**src/rtl/hexdisp_pkg.sv**
```systemverilog
package hexdisp_pkg;
  localparam int NIB_W = 4;
  localparam int SEG_N = 7;

  // Lit-segment mask for one hex nibble; bit i = segment i, 1 = lit.
  function automatic logic [SEG_N-1:0] glyph_lit(input logic [NIB_W-1:0] v);
    logic [SEG_N-1:0] m;
    case (v)
      4'h0: m = 7'b0111111;
      4'h1: m = 7'b0000110;
      4'h2: m = 7'b1011011;
      4'h3: m = 7'b1001111;
      4'h4: m = 7'b1100110;
      4'h5: m = 7'b1101101;
      4'h6: m = 7'b1111101;
      4'h7: m = 7'b0000111;
      4'h8: m = 7'b1111111;
      4'h9: m = 7'b1101111;
      4'hA: m = 7'b1110111;
      4'hB: m = 7'b1111100;
      4'hC: m = 7'b0111001;
      4'hD: m = 7'b1011110;
      4'hE: m = 7'b1111001;
      default: m = 7'b1110001;
    endcase
    return m;
  endfunction

  // Next count value with natural wrap at the register width.
  function automatic logic [15:0] next_count(input logic [15:0] cur, input logic [15:0] max_val);
    return (cur == max_val) ? 16'd0 : cur + 16'd1;
  endfunction
endpackage

```
**src/rtl/hexdisp_counter.sv**
```systemverilog
module hexdisp_counter #(
  parameter int CNT_W = 9
) (
  input  logic             clk,
  input  logic             rst_n,
  output logic [CNT_W-1:0] count,
  output logic             at_max
);
  import hexdisp_pkg::*;
  localparam logic [15:0] MAX_VAL = 16'((1 << CNT_W) - 1);

  logic [CNT_W-1:0] count_q;
  logic [15:0]      count_ext;
  logic [15:0]      count_nxt;

  assign count_ext = 16'(count_q);
  assign count_nxt = next_count(count_ext, MAX_VAL);

  always_ff @(posedge clk or negedge rst_n) begin
    if (!rst_n) count_q <= '0;
    else        count_q <= count_nxt[CNT_W-1:0];
  end

  assign count  = count_q;
  assign at_max = (count_ext == MAX_VAL);
endmodule

```
**src/rtl/hexdisp_decoder.sv**
```systemverilog
module hexdisp_decoder #(
  parameter bit ACTIVE_LOW = 1'b1
) (
  input  logic [hexdisp_pkg::NIB_W-1:0] nib,
  output logic [hexdisp_pkg::SEG_N-1:0] seg
);
  import hexdisp_pkg::*;
  logic [SEG_N-1:0] lit;
  assign lit = glyph_lit(nib);

  generate
    if (ACTIVE_LOW) begin : g_low
      assign seg = ~lit;
    end else begin : g_high
      assign seg = lit;
    end
  endgenerate
endmodule

```
**src/rtl/hexdisp_point.sv**
```systemverilog
module hexdisp_point #(
  parameter bit ACTIVE_LOW = 1'b1
) (
  input  logic bit_in,
  output logic dp
);
  generate
    if (ACTIVE_LOW) begin : g_low
      assign dp = ~bit_in;
    end else begin : g_high
      assign dp = bit_in;
    end
  endgenerate
endmodule

```
**src/rtl/hexdisp_top.sv**
```systemverilog
module hexdisp_top #(
  parameter int CNT_W = 9
) (
  input  logic       clk,
  input  logic       rst_n,
  output logic [6:0] seg_hi,
  output logic [6:0] seg_lo,
  output logic       dp_n
);
  import hexdisp_pkg::*;
  localparam int N_DIGITS = (CNT_W - 1) / NIB_W;
  localparam int DP_BIT   = CNT_W - 1;

  logic [CNT_W-1:0] count_q;
  logic             wrap_evt;
  logic [SEG_N-1:0] digit_seg [N_DIGITS];

  hexdisp_counter #(.CNT_W(CNT_W)) u_cnt (
    .clk    (clk),
    .rst_n  (rst_n),
    .count  (count_q),
    .at_max (wrap_evt)
  );

  generate
    for (genvar d = 0; d < N_DIGITS; d++) begin : g_digit
      hexdisp_decoder #(.ACTIVE_LOW(1'b1)) u_dec (
        .nib (count_q[d*NIB_W +: NIB_W]),
        .seg (digit_seg[d])
      );
    end
  endgenerate

  hexdisp_point #(.ACTIVE_LOW(1'b1)) u_dp (
    .bit_in (count_q[DP_BIT]),
    .dp     (dp_n)
  );

  assign seg_lo = digit_seg[0];
  assign seg_hi = digit_seg[N_DIGITS-1];
endmodule

```
**config.mk**
```make
export PLATFORM = sky130hd
export DESIGN_NAME = hexdisp_top
export DESIGN_NICKNAME = d
export VERILOG_FILES = /design/src/rtl/hexdisp_pkg.sv /design/src/rtl/hexdisp_counter.sv /design/src/rtl/hexdisp_decoder.sv /design/src/rtl/hexdisp_point.sv /design/src/rtl/hexdisp_top.sv
export SDC_FILE = /design/constraint.sdc
export NUM_CORES = 1
export LEC_CHECK = 0
export ABC_AREA = 0
export ABC_CLOCK_PERIOD_IN_PS = 1500
export BUFFER_PORTS_ARGS = -buffer_cell sky130_fd_sc_hd__buf_2
export CAP_MARGIN = 20
export CORE_AREA = 2 2 47 49
export CTS_CLUSTER_SIZE = 25
export DETAILED_ROUTE_END_ITERATION = 8
export DIE_AREA = 0 0 49 51
export PLACE_DENSITY = 0.77
export SETUP_SLACK_MARGIN = 0.3
export SLEW_MARGIN = 10
export SYNTH_ARGS = -nofsm -noshare
export SYNTH_HDL_FRONTEND = slang
export SYNTH_HIERARCHICAL = 1
export SYNTH_SLANG_ARGS = --single-unit
```
**constraint.sdc**
```tcl
create_clock -name clk -period 1.5 [get_ports clk]
set_input_delay 0.075 -clock clk [delete_from_list [all_inputs] [get_ports clk]]
set_output_delay 0.075 -clock clk [all_outputs]
set_load 0.03 [all_outputs]
```
## Word-level counts from Yosys, hierarchy flattened

Memories as Yosys holds them, arrays and structs flattened.
Cells that the tools add are included.

| word-level totals | value |
|---|---|
| flip-flop bits (word level) | 9 |
| memory bits (read-only) | 224 |
| input port bits | 2 |
| output and inout bits | 15 |
| logic and storage cells | 9 |
| memories kept | 2 |

| cells by class | value |
|---|---|
| add/subtract/negate cells | 1 |
| equal/unequal tests | 1 |
| multiplexer cells | 1 |
| bitwise logic cells | 3 |

Memories:

| memory | depth | width | rd ports | clocked after memory_dff | wr ports | line | source |
|---|---|---|---|---|---|---|---|
| (no name shown) | 16 | 7 | 1 | 0 | 0 | hexdisp_pkg.sv:8 | `case (v)` |
| (no name shown) | 16 | 7 | 1 | 0 | 0 | hexdisp_pkg.sv:8 |  |

Operators by type and width:

| operator | number |
|---|---|
| inverter 7 bit | 2 |
| adder 9 x 1 -> 9 bit (second input constant) | 1 |
| equality test 9 bit (second input constant) | 1 |
| two-way mux 9 bit | 1 |
| inverter 1 bit | 1 |

## Depth between registers and ports, before layout

Gate-level depths: netlist (run 1).

| logic depth | value |
|---|---|
| depth after elaboration | 2 |
| gate-level depth with buffers | 5 |
| gate-level depth less buffers | 5 |

## By module

The synthesis (run 1) kept the hierarchy.

By module, submodules not included:

| module | instances | cells an instance | area each (µm²) | sequential area each (µm²) |
|---|---|---|---|---|
| hexdisp_decoder | 2 | 31 | 252.7 | 0.0 |
| hexdisp_counter | 1 | 37 | 407.9 | 225.2 |
| hexdisp_point | 1 | 1 | 3.8 | 0.0 |

## Worst setup path before layout (run 1)

Ideal clock, no wire load.

| timing path | value |
|---|---|
| path type | register to output |
| from | reg u_cnt.count_q[4], in the netlist u_cnt/count[4] |
| to | out seg_hi[4] |
| arrival | 1.714 ns |
| data required time | 1.425 ns |
| setup slack | -0.289 ns |
| stages on the path, launching flop included | 5 |
| buffers on the path | 0 |
| cells stage by stage | dfrtp_1 inv_1 ha_1 nor2b_1 o32ai_1 |

| between the ends | value |
|---|---|
| cells in the longest elaborated chain, start to end | 2 |

Ends and longest elaborated chain:

| what | line | source |
|---|---|---|
| from (decl) | hexdisp_counter.sv:12 | `logic [CNT_W-1:0] count_q;` |
| from (signal assigned) | hexdisp_counter.sv:21 | `else count_q <= count_nxt[CNT_W-1:0];` |
| memory (16 x 7 bit) | - |  |
| inverter 7 bit | hexdisp_decoder.sv:13 | `assign seg = ~lit;` |
| to (decl) | hexdisp_top.sv:6 | `output logic [6:0] seg_hi,` |

No other way between the ends.

## Worst setup path in the final report (run 1)

| timing path | value |
|---|---|
| from | reg u_cnt.count_q[0], in the netlist u_cnt/count[0] |
| to | out seg_lo[3] |

| between the ends | value |
|---|---|
| cells in the longest elaborated chain, start to end | 2 |

Ends and longest elaborated chain:

| what | line | source |
|---|---|---|
| memory (16 x 7 bit) | - |  |
| inverter 7 bit | hexdisp_decoder.sv:13 |  |
| to (decl) | hexdisp_top.sv:7 | `output logic [6:0] seg_lo,` |

No other way between the ends.

==> metrics.md, run 1 <==
| Metric | Value |
|---|---|
| Outcome | finished with violations |
| Failing checks | negative setup slack |
| Final period util | 119% |
| Sequential Power Share | 54.5% |
| Fill cells | 149 |
| Leading area contributor after synthesis | dfrtp_1 |
| Vias | 875 |
| Number of enable flip-flop cells after synthesis | 0 |
| Yosys reg bits | 9 |
| Nets@finish | 160 |
| Syn Inst Count | 100 |
| Switching power | 0.0965 mW |
| Final WS setup | -281 ps |
| Die X-Extent | 49 um |
| DRT antenna net count | 0 |
| Post-Synthesis Cell Area | 917 um^2 |
| Vias per cell | 5.15 |
| Final setup viols | 13 |
| Largest net degree at the start of global routing | 12 |
| Initial core utilization | 44.5% |
| DRC viols | 0 |
| Netlist cell types | 26 |
| Pre-antenna DRT Iters | 4 |
| Placed standard-cell area | 1280 um^2 |
| Tmin final | 1780 ps |
| Gpl congestion | 0.769 |
| Slew Viols, Final | 0 |
| Yosys warnings | 6 |
| # IOs | 17 |
| Routed WL | 2430 um |
| Core area | 2060 um^2 |
| Internal power | 0.348 mW |
| Global route overflow | 0 |
| Setup TNS | -1650 ps |
| Total Die Area | 2500 um^2 |
| GRT Overall Usage | 20.9% |
| Die H | 51 um |
| Detailed-placement wirelength estimate | 1670 um |
| Power share of the combinational group | 1.7% |
| Layout cells sized above 1 | 69.0% |
| Final hold violations | 0 |
| Fmax achieved | 0.561 GHz |
| Synthesized net count | 117 |
| Pwr/cell area | 284 nW/um^2 |
| Worst-margin pin slew | 396 ps |
| Initial DRC Count | 5 |
| TritonCTS clock tree | built |
| Most frequent cells in the layout | buf_4 (22), buf_6 (16), nor2_1 (10) |
| Largest fanout on the critical path | 4 |
| WP data required | 1420 ps |
| Worst setup SP type | flip-flop |
| Num CTS Buffers | 3 |
| DR WL/cell | 14.3 um |
| Pleak | 0.644 nW |
| Max_slew headroom | 72.8% |
| Number of port buffers | 16 |
| Synth area leaders | dfrtp_1 (25%), ha_1 (20%), mux4_1 (5.7%) |
| Clock network fraction of design power | 43.8% |
| Clk_skew | 3.06 ps |
| Critical path type | flip-flop to output port |
| Antenna violations before repair | 0 |
| Post-synth ARST share | 100% |
| Worst-case clock buffer depth | 2 |
| Critical Path AT | 1710 ps |
| Latest clock arrival within the worst-skew pair | 270 ps |
| First-pass GRT wire length | 3970 um |
| RSZ-0062 raised after global routing | yes |
| Main synth FF type | dfrtp_1 |
| CP max stage delay | 470 ps |
| CTS sink count | 9 |
| Max-Cap Viols | 0 |
| Hold slack | 180 ps |
| Setup crit end kind | output port |
| Layout Utilization | 75.9% |
| Root buffer cell | clkbuf_4 |
| Peak supply drop | 0.454 mV |
| Sw Share | 21.7% |
| Post-route cell area | 1570 um^2 |
| Clock transition at path regs | 60 ps |
| Total Power | 0.445 mW |
| Most common cell after layout, fill and taps aside | buf_4 |
| CP max-delay cell | mux4_2 |
| P&R area growth vs syn | 70.7% |
| Sequential cell area fraction in the yosys report | 24.6% |
| H-Tree Level Count | 1 |
| Vias in the first global route | 918 |
| Min-delay worst type | input port to asynchronous set/reset pin |
| Synth top area share | 24.6% |
| N_diodes | 0 |
| Std cell rows | 17 |
| Largest register FFs | 9 |
| Syn Area/Cell | 9.17 um^2 |
| Critical-path cell list | inv_4 > ha_4 > inv_2 > mux4_2 > buf_6 |
==> layout make-up <==
cell class / count / area, um^2 / area share [%]
multi-input combinational: 80 / 865 / 55.2
timing repair buffer: 42 / 370 / 23.7
sequential: 9 / 235 / 15.0
tap: 28 / 35.0 / 2.24
inverter: 7 / 33.8 / 2.16
clock buffer: 4 / 26.3 / 1.68
==> metal layers <==
metal,global-route usage (%),share of wire (%),up-vias
li1,-,-,434
met1,21.5,38,423
met2,42.9,59,16
met3,1.75,1.6,2
met4,8.57,1.3,0
met5,0,0,-
==> synth_stat cells, types with 2 or more instances <==
cell	n
inv_1	7
o32ai_1	2
nor2_1	11
xor2_1	2
buf_2	2
o21ai_1	2
nand3_1	3
buf_6	2
nor2b_1	5
ha_1	15
o21ai_0	3
a21oi_1	3
or3_1	3
nor2_2	2
a31oi_1	2
a22o_1	4
nand2b_1	2
dfrtp_1	9
nand2_1	8
or3b_1	2
a32o_1	2
mux2i_1	4
mux4_1	2
==> per-stage QoR <==
step / setup slack [ps] / instances
6_report: -281 / 170
5_1_grt: -311 / 170
4_1_cts: -234 / 170
3_5_place_dp: -21.8 / 160
3_3_place_gp: 15.7 / 160
2_1_floorplan: 80.2 / 100
==> cells by family after synthesis <==
kind of cell    after synthesis  synth area share [%]
compound gates               18                  13.6
flops                         9                  24.6
buf+inv                      11                  6.41
fa+ha+maj                    15                  20.5
xor+xnor                      3                  2.87
mux                           6                  10.1
simple gates                 38                  22.0
==> critical path: cells and delay by family (launching register included) <==
family	cells	cell delay (ps)
multiplexers	1	470
buffers and inverters	3	270
flip-flops	1	440
adder cells (fa/ha/maj)	1	260
==> power groups by stage <==
stage	Clock, mW	Combinational [mW]	Sequential, mW
finish	0.195	0.00751	0.243
global route	0.211	0.00886	0.242
CTS	0.195	0.00794	0.243
detailed placement	0	0.00595	0.247
global placement	0	0.00574	0.247
floorplan	0	0.000000328	0.247
==> path summary, 6_finish.rpt <==
kind                                 from        endpoint  slack (ps)  cells past startpoint
setup / recovery           u_cnt/count[0]       seg_lo[3]        -280                      5
hold / removal                      rst_n  u_cnt/count[5]         180                      2
setup reg to reg           u_cnt/count[0]  u_cnt/count[6]          50                      5
hold reg to reg            u_cnt/count[8]  u_cnt/count[8]         570                      1
max in group asynchronous           rst_n  u_cnt/count[0]        1120                      2
min in group clk           u_cnt/count[8]  u_cnt/count[8]         570                      1
==> what timing repair did <==
item	CTS	global route
buffers inserted	5	0
endpoints found under the hold margin	9	0
hold buffers	1	0
gates resized for setup	46	10
endpoints found under the setup margin	23	23
pin swaps	4	4
Note: power is estimated with default switching activity, not from simulation.
==> run 2, diff against run 1 <==
Settings changed: SKIP_CTS_REPAIR_TIMING from default to 1.
==> run 2 against run 1 <==
The flow still finishes with violations (negative setup slack); final area grew 3.8%; hold slack better by 11 ps; sequential share of layout area is 0.54 points lower; core utilization increased by 2.9 points; combinational power increased by 2%; register-to-register slack got worse by 20 ps; critical path depth fell by 1; wire length grew 3.3%; highest routed layer unchanged.
==> metrics.md, run 2 (synthesized netlist as in run 1, its figures left out) <==
| Metric | Value |
|---|---|
| Fill cells | 129 (-13%) |
| P&R area growth vs syn | 77.1% |
| M1 GR Usage | 18.8% (-2.6 points) |
| Layout Utilization | 78.7% (+2.9 points) |
| Largest fanout on the critical path | 4 (unchanged) |
| Final WS setup | -260 ps (+20.7 ps) |
| Global route overflow | 0 (unchanged) |
| Outcome | finished with violations |
| DR WL/cell | 14.6 um (+2.1%) |
| Critical R2R Launch | u_cnt/count[0] |
| Final period util | 117% (-1.4 points) |
| Final setup viols | 13 (unchanged) |
| Number of port buffers | 16 (unchanged) |
| GRT Overall Usage | 18.1% (-2.7 points) |
| Die X-Extent | 49 um (unchanged) |
| Critical Path AT | 1690 ps (-20 ps) |
| Die H | 51 um (unchanged) |
| Peak supply drop | 0.294 mV (-35%) |
| Hold slack | 192 ps (+11.4 ps) |
| CP max-delay cell | mux4_2 |
| Setup crit end kind | output port |
| Vias per cell | 5.22 (+1.3%) |
| Clk_skew | 5.59 ps (+2.53 ps) |
| Failing checks | negative setup slack |
| TritonCTS clock tree | built |
| Slew Viols, Final | 0 (unchanged) |
| Layout cells sized above 1 | 71.5% (+2.5 points) |
| Core area | 2060 um^2 (unchanged) |
| Critical path type | flip-flop to output port |
| Max_slew headroom | 80.5% (+7.7 points) |
| Antenna violations before repair | 0 (unchanged) |
| Initial DRC Count | 9 (+4) |
| DRC viols | 0 (unchanged) |
| Top Usage Layer GRT | met2 |
| Largest net degree at the start of global routing | 12 (unchanged) |
| Routed WL | 2510 um (+3.3%) |
| Max-Cap Viols | 0 (unchanged) |
| Clock transition at path regs | 70 ps (about the same) |
| Min-delay worst type | input port to asynchronous set/reset pin |
| Nets@finish | 162 (+1.3%) |
| Tmin final | 1760 ps (-20.7 ps) |
| Met2 Use GR | 36.1% (-6.8 points) |
| Root buffer cell | clkbuf_4 |
| Register-to-register setup slack | 30 ps (-20 ps) |
| Critical-path cell list | buf_4 > ha_4 > mux4_2 > buf_6 |
| Most common cell after layout, fill and taps aside | buf_4 |
| R2R depth | 7 (+2) |
| Met3 GRT Util | 2.05% (+0.29 points) |
| Capture point of the worst reg-to-reg path | u_cnt/count[5] |
| CTS sink count | 9 (unchanged) |
| DRT antenna net count | 0 (unchanged) |
| Gpl congestion | 0.769 (unchanged) |
| Latest clock arrival within the worst-skew pair | 260 ps (about the same) |
| Post-Layout Cell Count | 172 (+1.2%) |
| First-pass GRT wire length | 3470 um (-13%) |
| Final hold violations | 0 (unchanged) |
| Detailed-placement wirelength estimate | 1670 um (unchanged) |
| Cell family with most CP delay | multiplexers |
| Pleak | 0.654 nW (+1.6%) |
| Worst setup SP type | flip-flop |
| Total Die Area | 2500 um^2 (unchanged) |
| Pre-antenna DRT Iters | 4 (unchanged) |
| Initial core utilization | 44.5% (unchanged) |
| Largest register FFs | 9 (unchanged) |
| # IOs | 17 (unchanged) |
| Fmax achieved | 0.568 GHz (+1.2%) |
| H-Tree Level Count | 1 (unchanged) |
| Worst-case clock buffer depth | 2 (unchanged) |
| Vias in the first global route | 854 (-7.0%) |
| WP data required | 1420 ps (about the same) |
| Std cell rows | 17 (unchanged) |
| Num CTS Buffers | 3 (unchanged) |
| Worst-margin pin slew | 284 ps (-113 ps) |
| CP max stage delay | 480 ps (about the same) |
| Placed Cells | 160 (unchanged) |
| Pwr/cell area | 271 nW/um^2 (-4.7%) |
| Most frequent cells in the layout | buf_4 (25), buf_6 (16), nor2_1 (10) |
| RSZ-0062 raised after global routing | yes |
| Vias | 897 (+2.5%) |
| Buf/Inv on CP | 2 (-1) |
| N_diodes | 0 (unchanged) |
-- run 2: through the flow --
step	cell area [um^2]	setup WS, ps	total power [mW]	setup TNS (ps)
global placement	1280	15.7	0.253	0
floorplan	1050	80.2	0.247	0
detailed placement	1280	-21.8	0.253	-21.8
CTS	1310	-314	0.443	-2470
finish	1620	-260	0.440	-1520
global route	1620	-307	0.467	-2460
-- run 2: worst max-delay path by stage --
| stage | startpoint | endpoint | slack [ps] | cells after the start |
|---|---|---|---|---|
| after global routing | u_cnt/count[4] | seg_hi[3] | -310 | 4 |
| after floorplan | u_cnt/count[4] | seg_hi[3] | 80 | 4 |
| final | u_cnt/count[0] | seg_lo[3] | -260 | 4 |
| after CTS | u_cnt/count[1] | seg_lo[0] | -310 | 6 |
| after detailed placement | u_cnt/count[1] | seg_lo[0] | -20 | 6 |
| after global placement | u_cnt/count[0] | seg_lo[0] | 20 | 6 |
-- run 2: metal layers --
| metal | part of all wire, % | routed length [um] |
|---|---|---|
| met4 | 0.32 | 8 |
| met2 | 59 | 1480 |
| met3 | 1.4 | 35 |
| met1 | 39 | 990 |
| met5 | 0 | 0 |
-- run 2: area by class of cell --
cell class / count / area (um^2) / area share, %
multi-input cells: 80 / 903 / 55.6
clock buffers: 4 / 26.3 / 1.62
well taps: 28 / 35.0 / 2.16
inverters: 7 / 36.3 / 2.23
flip-flops and latches: 9 / 235 / 14.5
repair buffers: 44 / 388 / 23.9
-- run 2: where the power goes --
part | internal [mW] | leakage, nW | switching, mW
sequential | 0.242 | 0.102 | 0
combinational | 0.00265 | 0.537 | 0.00500
clock | 0.103 | 0.0150 | 0.0871
total | 0.348 | 0.654 | 0.0921
-- run 2: worst register-to-register path, stage by stage, from the launching register on --
cell	delay (ps)
dfrtp_2	430
buf_4	130
buf_6	110
ha_4	160
nand3_2	100
nor2_4	160
ha_4	190
a21oi_1	50
==> run 3, diff against run 2 <==
Settings changed: REMOVE_ABC_BUFFERS from default to 1.
==> run 3 against run 2 <==
The flow still finishes with violations (negative setup slack); largest power group unchanged; via count is 2.5% lower; clock-buffer cell count did not move; combinational power fell by 4.7%; critical path type unchanged; core utilization is 8.0 points lower; maximum frequency down 1.0%; critical endpoint unchanged; sequential share of layout area grew 1.3 points; hold slack lost 20 ps.
==> metrics.md, run 3 (synthesized netlist as in run 1, its figures left out) <==
| Metric | Value |
|---|---|
| Outcome | finished with violations |
| Failing checks | negative setup slack |
| Clock network fraction of design power | 44.0% (+0.9 points) |
| Max-Cap Viols | 0 (unchanged) |
| # IOs | 17 (unchanged) |
| Core area | 2060 um^2 (unchanged) |
| H-Tree Level Count | 1 (unchanged) |
| DP Worst Slack | -41.8 ps (-20.0 ps) |
| Antenna violations before repair | 0 (unchanged) |
| Area occupied by multi-input gates | 793 um^2 (-12%) |
| Number of port buffers | 16 (unchanged) |
| Fill cells | 154 (+19%) |
| Critical path origin | u_cnt/count[0] |
| Critical R2R Launch | u_cnt/count[0] |
| Slew Viols, Final | 0 (unchanged) |
| Die H | 51 um (unchanged) |
| Clock transition at path regs | 60 ps (about the same) |
| RSZ-0062 raised after global routing | yes |
| DR WL/cell | 14.3 um (-1.8%) |
| Final WS setup | -279 ps (-18.3 ps) |
| Post-route cell area | 1460 um^2 (-10%) |
| Pleak | 0.617 nW (-5.7%) |
| Most common cell after layout, fill and taps aside | buf_4 |
| Vias in the first global route | 768 (-10%) |
| Tmin final | 1780 ps (+18.3 ps) |
| FF/Latch Area | 230 um^2 (-2.1%) |
| Critical path type | flip-flop to output port |
| Std cell rows | 17 (unchanged) |
| Final period util | 119% (+1.2 points) |
| Num CTS Buffers | 3 (unchanged) |
| Pwr/cell area | 306 nW/um^2 (+13%) |
| Clk_skew | 0.714 ps (-4.87 ps) |
| Internal power | 0.348 mW (+0.19%) |
| Initial core utilization | 44.5% (unchanged) |
| Sw Share | 22.0% (+1.0 points) |
| Most frequent cells in the layout | buf_4 (26), nor2_1 (10), buf_6 (10) |
| Largest net degree at the start of global routing | 17 (+5) |
| Max_slew headroom | 79.7% (-0.86 points) |
| Largest register FFs | 9 (unchanged) |
| GRT Overall Usage | 17.6% (-0.52 points) |
| WP data required | 1420 ps (about the same) |
| Sequential Power Share | 54.3% (-0.8 points) |
| Worst setup SP type | flip-flop |
| Initial DRC Count | 13 (+4) |
| DRC viols | 0 (unchanged) |
| Final hold violations | 0 (unchanged) |
| Min-delay worst type | input port to asynchronous set/reset pin |
| First-pass GRT wire length | 3360 um (-3.2%) |
| Peak supply drop | 0.360 mV (+22%) |
| Root buffer cell | clkbuf_4 |
| Final setup viols | 12 (-1) |
| Die X-Extent | 49 um (unchanged) |
| Gpl congestion | 0.875 (+14%) |
| Nets@finish | 158 (-2.5%) |
| Setup crit end kind | output port |
| CTS sink count | 9 (unchanged) |
| Power share of the combinational group | 1.6% (about the same) |
| Worst-margin pin slew | 305 ps (+21.0 ps) |
| Latest clock arrival within the worst-skew pair | 270 ps (about the same) |
| Fmax achieved | 0.562 GHz (-1.0%) |
| Routed WL | 2410 um (-4.1%) |
| Total Die Area | 2500 um^2 (unchanged) |
| Pre-antenna DRT Iters | 4 (unchanged) |
| Global route overflow | 0 (unchanged) |
| DRT antenna net count | 0 (unchanged) |
| P&R area growth vs syn | 59.1% |
| Switching power | 0.0980 mW (+6.4%) |
| Detailed-placement wirelength estimate | 1480 um (-12%) |
| Placed standard-cell area | 1080 um^2 (-16%) |
| Layout Utilization | 70.7% (-8.0 points) |
| TritonCTS clock tree | built |
| N_diodes | 0 (unchanged) |
| Worst-case clock buffer depth | 2 (unchanged) |
| Layout cells sized above 1 | 54.3% (-17 points) |
| Vias | 875 (-2.5%) |
| Critical Path AT | 1700 ps (about the same) |
| Largest fanout on the critical path | 3 (-1) |
| Vias per cell | 5.21 (-0.13%) |
## run 3: cell count changes in the layout (fill, tap and decap cells not counted), moves of 3 or more
cell and change:
a22o_1 +4, nand2_2 -3, buf_6 -6, dfrtp_1 +4, inv_4 -4, inv_2 +4, dfrtp_2 -4
## run 3: final timing paths
check / end / slack, ps / cells after the start
min reg2reg: u_cnt/count[8] / 630 / 1
max: seg_lo[3] / -280 / 5
min: u_cnt/count[0] / 170 / 2
min in group clk: u_cnt/count[8] / 630 / 1
max reg2reg: u_cnt/count[6] / 90 / 7
max in group asynchronous: u_cnt/count[6] / 1140 / 2
## run 3: layout make-up
class	instances	area share [%]
timing repair buffer	40	23.8
tap	28	2.40
clock buffer	4	1.80
multi-input combinational	80	54.4
sequential	9	15.8
inverter	7	1.80
## run 3: worst max-delay path, cell delays in order, from the launching register on
cell and delay (ps):
dfrtp_1 390, inv_2 90, ha_1 300, inv_2 50, mux4_2 460, buf_6 150
## run 3: metrics by stage
step,cells,hold WS [ps],setup TNS [ps],power [mW]
after floorplan,96,-221,-912,0.247
after global placement,151,-70.3,-1.67,0.253
after detailed placement,151,-67.8,-260,0.253
after CTS,155,-361,-2980,0.446
after global routing,168,192,-2520,0.467
final,168,172,-1800,0.446
## run 3: power by group through the flow
stage                     sequential, mW  combinational [mW]  clock, mW
after floorplan                    0.247         0.000000292          0
after global placement             0.247             0.00551          0
after detailed placement           0.247             0.00564          0
after CTS                          0.243             0.00564      0.198
after global routing               0.242             0.00876      0.216
final                              0.243             0.00729      0.196
## run 3: per-layer routing
metal | GRT usage, % | part of all wire [%] | up-vias
li1 | - | - | 432
met1 | 19.3 | 40 | 413
met2 | 33.8 | 55 | 25
met3 | 0.877 | 2.5 | 5
met4 | 10.0 | 2.4 | 0
met5 | 0 | 0 | -
